[src/rtl/mis_pkg.sv]
package mis_pkg;
   typedef enum logic [1:0] {
      SEL_STAT = 2'd0,
      SEL_MASK = 2'd1,
      SEL_CTRL = 2'd2,
      SEL_NONE = 2'd3
   } reg_sel_e;

   localparam int SRC_LOST  = 0;
   localparam int SRC_INIT  = 1;
   localparam int SRC_DIRTY = 2;
   localparam int CTL_TEST  = 0;
endpackage

[src/rtl/mis_wr_stage.sv]
module mis_wr_stage #(
   parameter int IDX_W = 1,
   parameter int DW    = 3
) (
   input  logic             clk,
   input  logic             rst_n,
   input  logic             wr_en,
   input  logic [IDX_W-1:0] wr_mst,
   input  logic [1:0]       wr_sel,
   input  logic [DW-1:0]    wr_data,
   input  logic             wr_commit,
   output logic             cmt_vld,
   output logic [IDX_W-1:0] cmt_mst,
   output logic [1:0]       cmt_sel,
   output logic [DW-1:0]    cmt_data
);
   logic pend_q;

   always_ff @(posedge clk or negedge rst_n) begin
      if (!rst_n) begin
         pend_q   <= 1'b0;
         cmt_mst  <= '0;
         cmt_sel  <= '0;
         cmt_data <= '0;
      end else if (wr_en) begin
         pend_q   <= 1'b1;
         cmt_mst  <= wr_mst;
         cmt_sel  <= wr_sel;
         cmt_data <= wr_data;
      end else if (wr_commit) begin
         pend_q   <= 1'b0;
      end
   end

   assign cmt_vld = wr_commit && pend_q && !wr_en;

   a_r9_commit_consumes: assert property (@(posedge clk) disable iff (!rst_n)
      (cmt_vld) |=> !pend_q);
endmodule

[src/rtl/mis_src_bank.sv]
module mis_src_bank #(
   parameter int N_SRC = 3
) (
   input  logic             clk,
   input  logic             rst_n,
   input  logic [N_SRC-1:0] set_i,
   input  logic [N_SRC-1:0] clr_i,
   input  logic             mask_we,
   input  logic             ctl_we,
   input  logic [N_SRC-1:0] wdata_i,
   output logic [N_SRC-1:0] status_o,
   output logic [N_SRC-1:0] mask_o,
   output logic [N_SRC-1:0] ctl_o,
   output logic             irq_n_o
);
   logic [N_SRC-1:0] status_q, mask_q, ctl_q;

   always_ff @(posedge clk or negedge rst_n) begin
      if (!rst_n) begin
         status_q <= '0;
         mask_q   <= '0;
         ctl_q    <= '0;
      end else begin
         status_q <= (status_q & ~clr_i) | set_i;
         if (mask_we) mask_q <= wdata_i;
         if (ctl_we)  ctl_q  <= wdata_i;
      end
   end

   assign status_o = status_q;
   assign mask_o   = mask_q;
   assign ctl_o    = ctl_q;
   assign irq_n_o  = !((|(status_q & ~mask_q)) || ctl_q[mis_pkg::CTL_TEST]);

   a_r2_set_lands: assert property (@(posedge clk) disable iff (!rst_n)
      (|set_i) |=> ((status_q & $past(set_i)) == $past(set_i)));

   a_r6_fall_needs_clear: assert property (@(posedge clk) disable iff (!rst_n)
      1'b1 |=> (($past(status_q) & ~status_q & ~$past(clr_i)) == '0));

   a_r9_mask_hold: assert property (@(posedge clk) disable iff (!rst_n)
      !mask_we |=> $stable(mask_q));

   a_r9_ctl_hold: assert property (@(posedge clk) disable iff (!rst_n)
      !ctl_we |=> $stable(ctl_q));
endmodule

[src/rtl/mis_top.sv]
module mis_top #(
   parameter int N_MST = 2,
   parameter int N_SRC = 3,
   localparam int IDX_W = (N_MST > 1) ? $clog2(N_MST) : 1
) (
   input  logic             clk,
   input  logic             rst_n,
   input  logic             evt_lost,
   input  logic [IDX_W-1:0] evt_lost_mst,
   input  logic             evt_init,
   input  logic             evt_dirty,
   input  logic [IDX_W-1:0] evt_new_mst,
   input  logic             wr_en,
   input  logic [IDX_W-1:0] wr_mst,
   input  logic [1:0]       wr_sel,
   input  logic [N_SRC-1:0] wr_data,
   input  logic             wr_commit,
   input  logic [IDX_W-1:0] rd_mst,
   input  logic [1:0]       rd_sel,
   output logic [N_SRC-1:0] rd_data,
   output logic [N_MST-1:0] irq_n
);
   import mis_pkg::*;

   if (N_MST < 2) begin : g_bad_mst
      $error("mis_top: N_MST must be at least 2");
   end
   if (N_SRC < 3) begin : g_bad_src
      $error("mis_top: N_SRC must be at least 3");
   end

   logic             cmt_vld;
   logic [IDX_W-1:0] cmt_mst;
   logic [1:0]       cmt_sel;
   logic [N_SRC-1:0] cmt_data;

   mis_wr_stage #(.IDX_W(IDX_W), .DW(N_SRC)) u_stage (
      .clk(clk), .rst_n(rst_n),
      .wr_en(wr_en), .wr_mst(wr_mst), .wr_sel(wr_sel), .wr_data(wr_data),
      .wr_commit(wr_commit),
      .cmt_vld(cmt_vld), .cmt_mst(cmt_mst), .cmt_sel(cmt_sel), .cmt_data(cmt_data)
   );

   logic [N_SRC-1:0] st_a   [N_MST];
   logic [N_SRC-1:0] mk_a   [N_MST];
   logic [N_SRC-1:0] ct_a   [N_MST];

   for (genvar m = 0; m < N_MST; m++) begin : g_mst
      logic [N_SRC-1:0] set_v, clr_v;
      logic             hit;

      always_comb begin
         set_v = '0;
         set_v[SRC_LOST]  = evt_lost  && (evt_lost_mst == IDX_W'(m));
         set_v[SRC_INIT]  = evt_init  && (evt_new_mst  == IDX_W'(m));
         set_v[SRC_DIRTY] = evt_dirty && (evt_new_mst  == IDX_W'(m));
      end

      assign hit   = cmt_vld && (cmt_mst == IDX_W'(m));
      assign clr_v = (hit && cmt_sel == SEL_STAT) ? cmt_data : '0;

      mis_src_bank #(.N_SRC(N_SRC)) u_bank (
         .clk(clk), .rst_n(rst_n),
         .set_i(set_v), .clr_i(clr_v),
         .mask_we(hit && cmt_sel == SEL_MASK),
         .ctl_we(hit && cmt_sel == SEL_CTRL),
         .wdata_i(cmt_data),
         .status_o(st_a[m]), .mask_o(mk_a[m]), .ctl_o(ct_a[m]),
         .irq_n_o(irq_n[m])
      );

      a_r5_masked_quiet: assert property (@(posedge clk) disable iff (!rst_n)
         (((st_a[m] & ~mk_a[m]) == '0) && !ct_a[m][CTL_TEST]) |-> irq_n[m]);
   end

   always_comb begin
      rd_data = '0;
      for (int m = 0; m < N_MST; m++) begin
         if (rd_mst == IDX_W'(m)) begin
            case (rd_sel)
               SEL_STAT: rd_data = st_a[m];
               SEL_MASK: rd_data = mk_a[m];
               SEL_CTRL: rd_data = ct_a[m];
               default:  rd_data = '0;
            endcase
         end
      end
   end
endmodule

[config.mk]
export PLATFORM = sky130hd
export DESIGN_NAME = mis_top
export DESIGN_NICKNAME = d
export VERILOG_FILES = /design/src/rtl/mis_pkg.sv /design/src/rtl/mis_wr_stage.sv /design/src/rtl/mis_src_bank.sv /design/src/rtl/mis_top.sv
export SDC_FILE = /design/constraint.sdc
export NUM_CORES = 1
export LEC_CHECK = 0
export ABC_AREA = 1
export BUFFER_PORTS_ARGS = -buffer_cell sky130_fd_sc_hd__buf_2
export CAP_MARGIN = 20
export CELL_PAD_IN_SITES_DETAIL_PLACEMENT = 1
export CELL_PAD_IN_SITES_GLOBAL_PLACEMENT = 1
export CORE_MARGIN = 2
export CORE_UTILIZATION = 39
export DETAILED_ROUTE_END_ITERATION = 7
export GPL_ROUTABILITY_DRIVEN = 0
export GPL_TIMING_DRIVEN = 0
export PLACE_DENSITY = 0.86
export SLEW_MARGIN = 20
export SYNTH_ARGS = -nofsm -noshare
export SYNTH_HDL_FRONTEND = slang
export SYNTH_SLANG_ARGS = --single-unit
[constraint.sdc]
create_clock -name clk -period 1.38 [get_ports clk]
set_input_delay 0.069 -clock clk [delete_from_list [all_inputs] [get_ports clk]]
set_output_delay 0.069 -clock clk [all_outputs]
set_load 0.01 [all_outputs]
* Yosys cells after proc, flatten, opt, wreduce, memory -nomap -nowiden
Index checks and enable logic that the tools add are counted.
** Storage, ports and cells
- Register bits :: 25
- Input port bits :: 18
- Output and inout bits :: 5
- Logic and storage cells :: 60
** Cells by class
- Equality and inequality tests :: 4
- Multiplexer cells :: 7
- Bitwise gates (word level) :: 13
- Reductions and logical operators :: 26
** Operators with widths (number)
- one-hot mux 3 bit (3 select lines) :: 2
- logical AND 1 bit :: 16
- bitwise AND 3 bit :: 4
- NOT 3 bit :: 4
- two-way mux 3 bit :: 3
- bitwise OR 3 bit :: 2
- OR reduction 3 bit :: 2
- == test 2 x 1 -> 1 bit, second input constant :: 2
- == test 2 bit, second input constant :: 2
- zero test 2 bit :: 2
- zero test 1 bit :: 3
- NOT 1 bit :: 3
- logical OR 1 bit :: 2
- two-way mux 1 bit :: 2
- nonzero test 2 bit :: 1

* Depth between registers and ports, before layout
- Depth in word-level cells :: 8
- Gate-level depth with buffers :: 6
- Depth with buffers taken out :: 6

* Modules after synthesis
A second synthesis with hierarchy kept.
** Second synthesis, totals
- Cell total of the unflattened synthesis :: 181
- Area, all modules :: 1321.3 µm²
** By module, submodules not included
- mis_src_bank :: times used 2, cells an instance 39, area each 356.6 µm², seq. area each 225.2 µm²
- mis_top :: times used 1, cells an instance 71, area each 331.6 µm², seq. area each 0.0 µm²
- mis_wr_stage :: times used 1, cells an instance 32, area each 276.5 µm², seq. area each 175.2 µm²

* Worst setup path after synthesis
Ideal clock, no wire load.
- Path type :: register -> register
- From :: reg u_stage.cmt_mst
- To :: reg g_mst[0].u_bank.mask_q[2]
- Setup time :: 116 ps
- Arrival :: 906 ps
- Data required time :: 1264 ps
- Slack :: 358 ps
- Stages on the path, launching flop included :: 5
- Path buffers :: 0
- Period minus slack after synthesis :: 1022 ps
- Cell sequence :: dfrtp_1 -> nor3_4 -> nand2_2 -> nand2_1 -> nand2_1
** Between the ends
- Word-level cells in the longest chain between the ends :: 3
** RTL lines
- start: declaration :: RTL line mis_wr_stage.sv:13 : output logic [IDX_W-1:0] cmt_mst,
- start signal: assignment :: RTL line mis_wr_stage.sv:27 : cmt_mst <= wr_mst;
- NOT 1 bit :: RTL line mis_top.sv:59 : assign hit = cmt_vld && (cmt_mst == IDX_W'(m));
- logical AND 1 bit :: RTL line mis_top.sv:59
- logical AND 1 bit :: RTL line mis_top.sv:65 : .mask_we(hit && cmt_sel == SEL_MASK),
- end signal: assignment :: RTL line mis_src_bank.sv:25 : if (mask_we) mask_q <= wdata_i;
- end: declaration :: RTL line mis_src_bank.sv:16 : logic [N_SRC-1:0] status_q, mask_q, ctl_q;
No other way between the ends.
A chain may end at the register's enable or synchronous reset.

* Final worst setup path
- From :: reg g_mst[0].u_bank.status_q[2]
- To :: out irq_n[0]
** Between the ends
- Word-level cells in the longest chain between the ends :: 4
** RTL lines
- start: declaration :: RTL line mis_src_bank.sv:16
- start signal: assignment :: RTL line mis_src_bank.sv:24 : status_q <= (status_q & ~clr_i) | set_i;
- bitwise AND 3 bit :: RTL line mis_src_bank.sv:33 : assign irq_n_o = !((|(status_q & ~mask_q)) || ctl_q[mis_pkg::CTL_TEST]);
- OR reduction 3 bit :: RTL line mis_src_bank.sv:33
- logical OR 1 bit :: RTL line mis_src_bank.sv:33
- zero test 1 bit :: RTL line mis_src_bank.sv:33
- end: declaration :: RTL line mis_top.sv:21 : output logic [N_MST-1:0] irq_n
No other way between the ends.

==> run summary <==
Pre-antenna DRT Iters: 4
post-route ant nets: 0
Worst EP arrival: 1.25 ns
total CTS buffers: 3
Worst Reg-to-Reg Cells: 4
Clock Latency Late Sink: 0.32 ns
hold slack: 0.02701 ns
highest routed layer: met4
final hold vios: 0
critical path's top delay family: flip-flops
DP Wirelength: 2710 um
status: completed
fin. max-slew vios: 0
CTS tree: built
Synth Cell Area: 1297 um2
drt via density: 4.984
drt first-iter violations: 34
Remaining DRCs: 0
Hold Path Class: in -> reg
Hold Startpoint: evt_new_mst
total congestion overflow: 0
synth warn: 0
initial antenna violation count: 0
Final Instance Area: 1635 um2
syn_area_per_cell: 7.723 um2
Die Span X: 61.68 um
FP Rows: 20
CP startpoint kind: flop
Max-Cap Viols: 0
Final Cycle Share: 95.75%
Seq pwr share: 57.6%
sequential-to-total area share from yosys stat: 48.22%
placed cells: 232
# diodes: 0
H-tree lvl count: 1
clock-pin slew on the worst setup and hold paths: 0.13 ns
layout cells sized above 1: 21.74%
Worst Setup SP: g_mst[0].u_bank.status_o[2]
WS Path Type: reg -> out
post-detailed-route wirelength per cell: 14.07 um
Tot GR Track Use: 21.29%
Fin Setup TNS: 0 ns
CTS Root Cell: clkbuf_4
Buf/Inv on CP: 3
peak supply drop: 0.5879 mV
first-pass GRT wire length: 5878 um
IO Port Bufs: 20
Non-Filler Instances: 251
Min-Delay Endpoint: g_mst[0].u_bank.status_o[1]
Tightest Pin Transition: 0.5400 ns
crit end category: primary output
critical path's largest stage delay: 0.45 ns
combinational fraction of design power: 23.2%
PD cells: 1024 nW/um2
Slowest-stage cell, CP: dfrtp_1
Area Overhead vs Synth: 26.04%
Post-Synthesis Cells: 168
Pleak: 0.0008749 uW
Synth top area share: 48.22%
reg2reg setup slack: 0.20 ns
# IOs: 23
met2 wire len: 1931 um
WL met3: 98 um
sw power: 540.5 uW
M1 WL: 1470 um
Clock Skew: 0.004819 ns
Max Clock Freq: 0.7568 GHz
Yosys reg bits: 25
Final min period: 1.321 ns
Yosys top cell by area: dfrtp_1
Starting Density: 41.81%
vias in the first global route: 1368
top cells by area, synth: dfrtp_1 (48%), nand2_1 (17%), nand3_1 (10%)
Die ar.: 3804 um2
Max-slew headroom: 64.00%
CP max FO: 3
Critical R2R Capture: g_mst[0].u_bank.ctl_o[0]
via count: 1251
CP Cell Sequence: inv_1 > o22ai_2 > nor2_1 > buf_4 > buf_2
placed cell area: 1453 um2
post-CTS setup buffers: 0
fillcell total: 415
Reg2Reg Launch Point: u_stage.cmt_mst
Sink Count: 25
largest net degree at the start of global routing: 26
synthesized net count: 186
clk buf depth: 2
Net count, final: 226
Die Height: 61.68 um
Final Setup Violations: 0
hold depth: 4
drt total wl: 3531 um
Switching Fraction: 32.29%
cell-internal power: 1134 uW
Worst EP required: 1.31 ns
Clock power frac: 19.2%
Core ar.: 3103 um2
Yosys cell types: 17
## cell families after synthesis
logic type             count (synthesis)  share of synthesized area [%]
AND/OR/NAND/NOR                      103                          37.22
flip-flops                            25                          48.22
buffers and inverters                 24                          7.810
AO/OA/AOI/OAI                         16                          6.750
## through the flow
stage	total power [uW]	worst slack, ns	util (%)
final	1674	0.05868	52.70
after floorplan	1176	0.3579	-
after CTS	1670	0.05508	52.50
after global placement	1288	0.2855	46.81
after global routing	1776	-0.002509	52.70
after detailed placement	1328	0.1998	46.81
## worst register-to-register path, stage by stage (launching register included)
cell and delay [ns]:
dfrtp_1 0.46, nor3_4 0.36, nand2_2 0.12, nand2_1 0.09
nand2_1 0.05
## final cells by class
type                    count  area [um2]  area share [%]
plain buffers               5       30.03           1.836
clock buffers               4       26.28           1.607
inverters                  19       71.32           4.361
multi-input cells         119       576.8           35.27
flip-flops and latches     25       625.6           38.26
well taps                  44       55.05           3.366
repair buffers             35       250.2           15.30
## flip-flops by register name, summed over array words and instances (netlist names)
signal                 flops
g_mst.u_bank.ctl_o         6
g_mst.u_bank.mask_o        6
u_stage.cmt_mst            1
u_stage.pend_q             1
g_mst.u_bank.status_o      6
u_stage.cmt_sel            2
u_stage.cmt_data           3
## placed cells by master (no fill, tap or decap)
cell / Yosys / routed
buf_2: 3 / 23
buf_4: 2 / 2
clkbuf_1: 0 / 1
clkbuf_4: 0 / 3
dfrtp_1: 25 / 25
dlygate4sd3_1: 0 / 15
inv_1: 16 / 15
inv_2: 3 / 4
nand2_1: 58 / 58
nand2_2: 6 / 6
nand3_1: 27 / 27
nand4_1: 3 / 3
nor2_1: 3 / 3
nor2_2: 2 / 2
nor2_4: 3 / 3
nor3_4: 1 / 1
o21ai_0: 6 / 6
o21ai_1: 6 / 6
o21bai_1: 2 / 2
o22ai_1: 2 / 1
o22ai_2: 0 / 1
## routing by layer
metal | global-route usage [%] | vias to the layer above
li1 | - | 615
met2 | 41.80 | 21
met4 | 6.079 | 0
met5 | 0 | -
met1 | 23.56 | 611
met3 | 2.731 | 4
## synthesized netlist by cell type
cell type	n
buf_2	3
buf_4	2
dfrtp_1	25
inv_1	16
inv_2	3
nand2_1	58
nand2_2	6
nand3_1	27
nand4_1	3
nor2_1	3
nor2_2	2
nor2_4	3
nor3_4	1
o21ai_0	6
o21ai_1	6
o21bai_1	2
o22ai_1	2
## power groups by stage
stage | clock network, uW | logic (uW) | registers (uW)
4_1_cts | 324 | 389 | 958
3_5_place_dp | 0 | 355 | 973
6_report | 321 | 389 | 964
3_3_place_gp | 0 | 322 | 966
2_1_floorplan | 0 | 239 | 937
5_1_grt | 355 | 441 | 981
## worst max-delay path by stage
stage | to | slack (ns) | cells past startpoint
global route | irq_n[0] | -0.003 | 5
detailed placement | g_mst[0].u_bank.ctl_o[0] | 0.20 | 4
floorplan | g_mst[0].u_bank.mask_o[2] | 0.36 | 4
global placement | g_mst[0].u_bank.ctl_o[0] | 0.29 | 4
CTS | irq_n[0] | 0.06 | 5
finish | irq_n[0] | 0.06 | 5
## what timing repair did
item                                    CTS  global route
resized for setup                         0             2
endpoints found under the setup margin    0             1
hold buffers                             15             0
hold endpoints to repair                 38             0
Note: power is estimated with default switching activity, not from simulation.
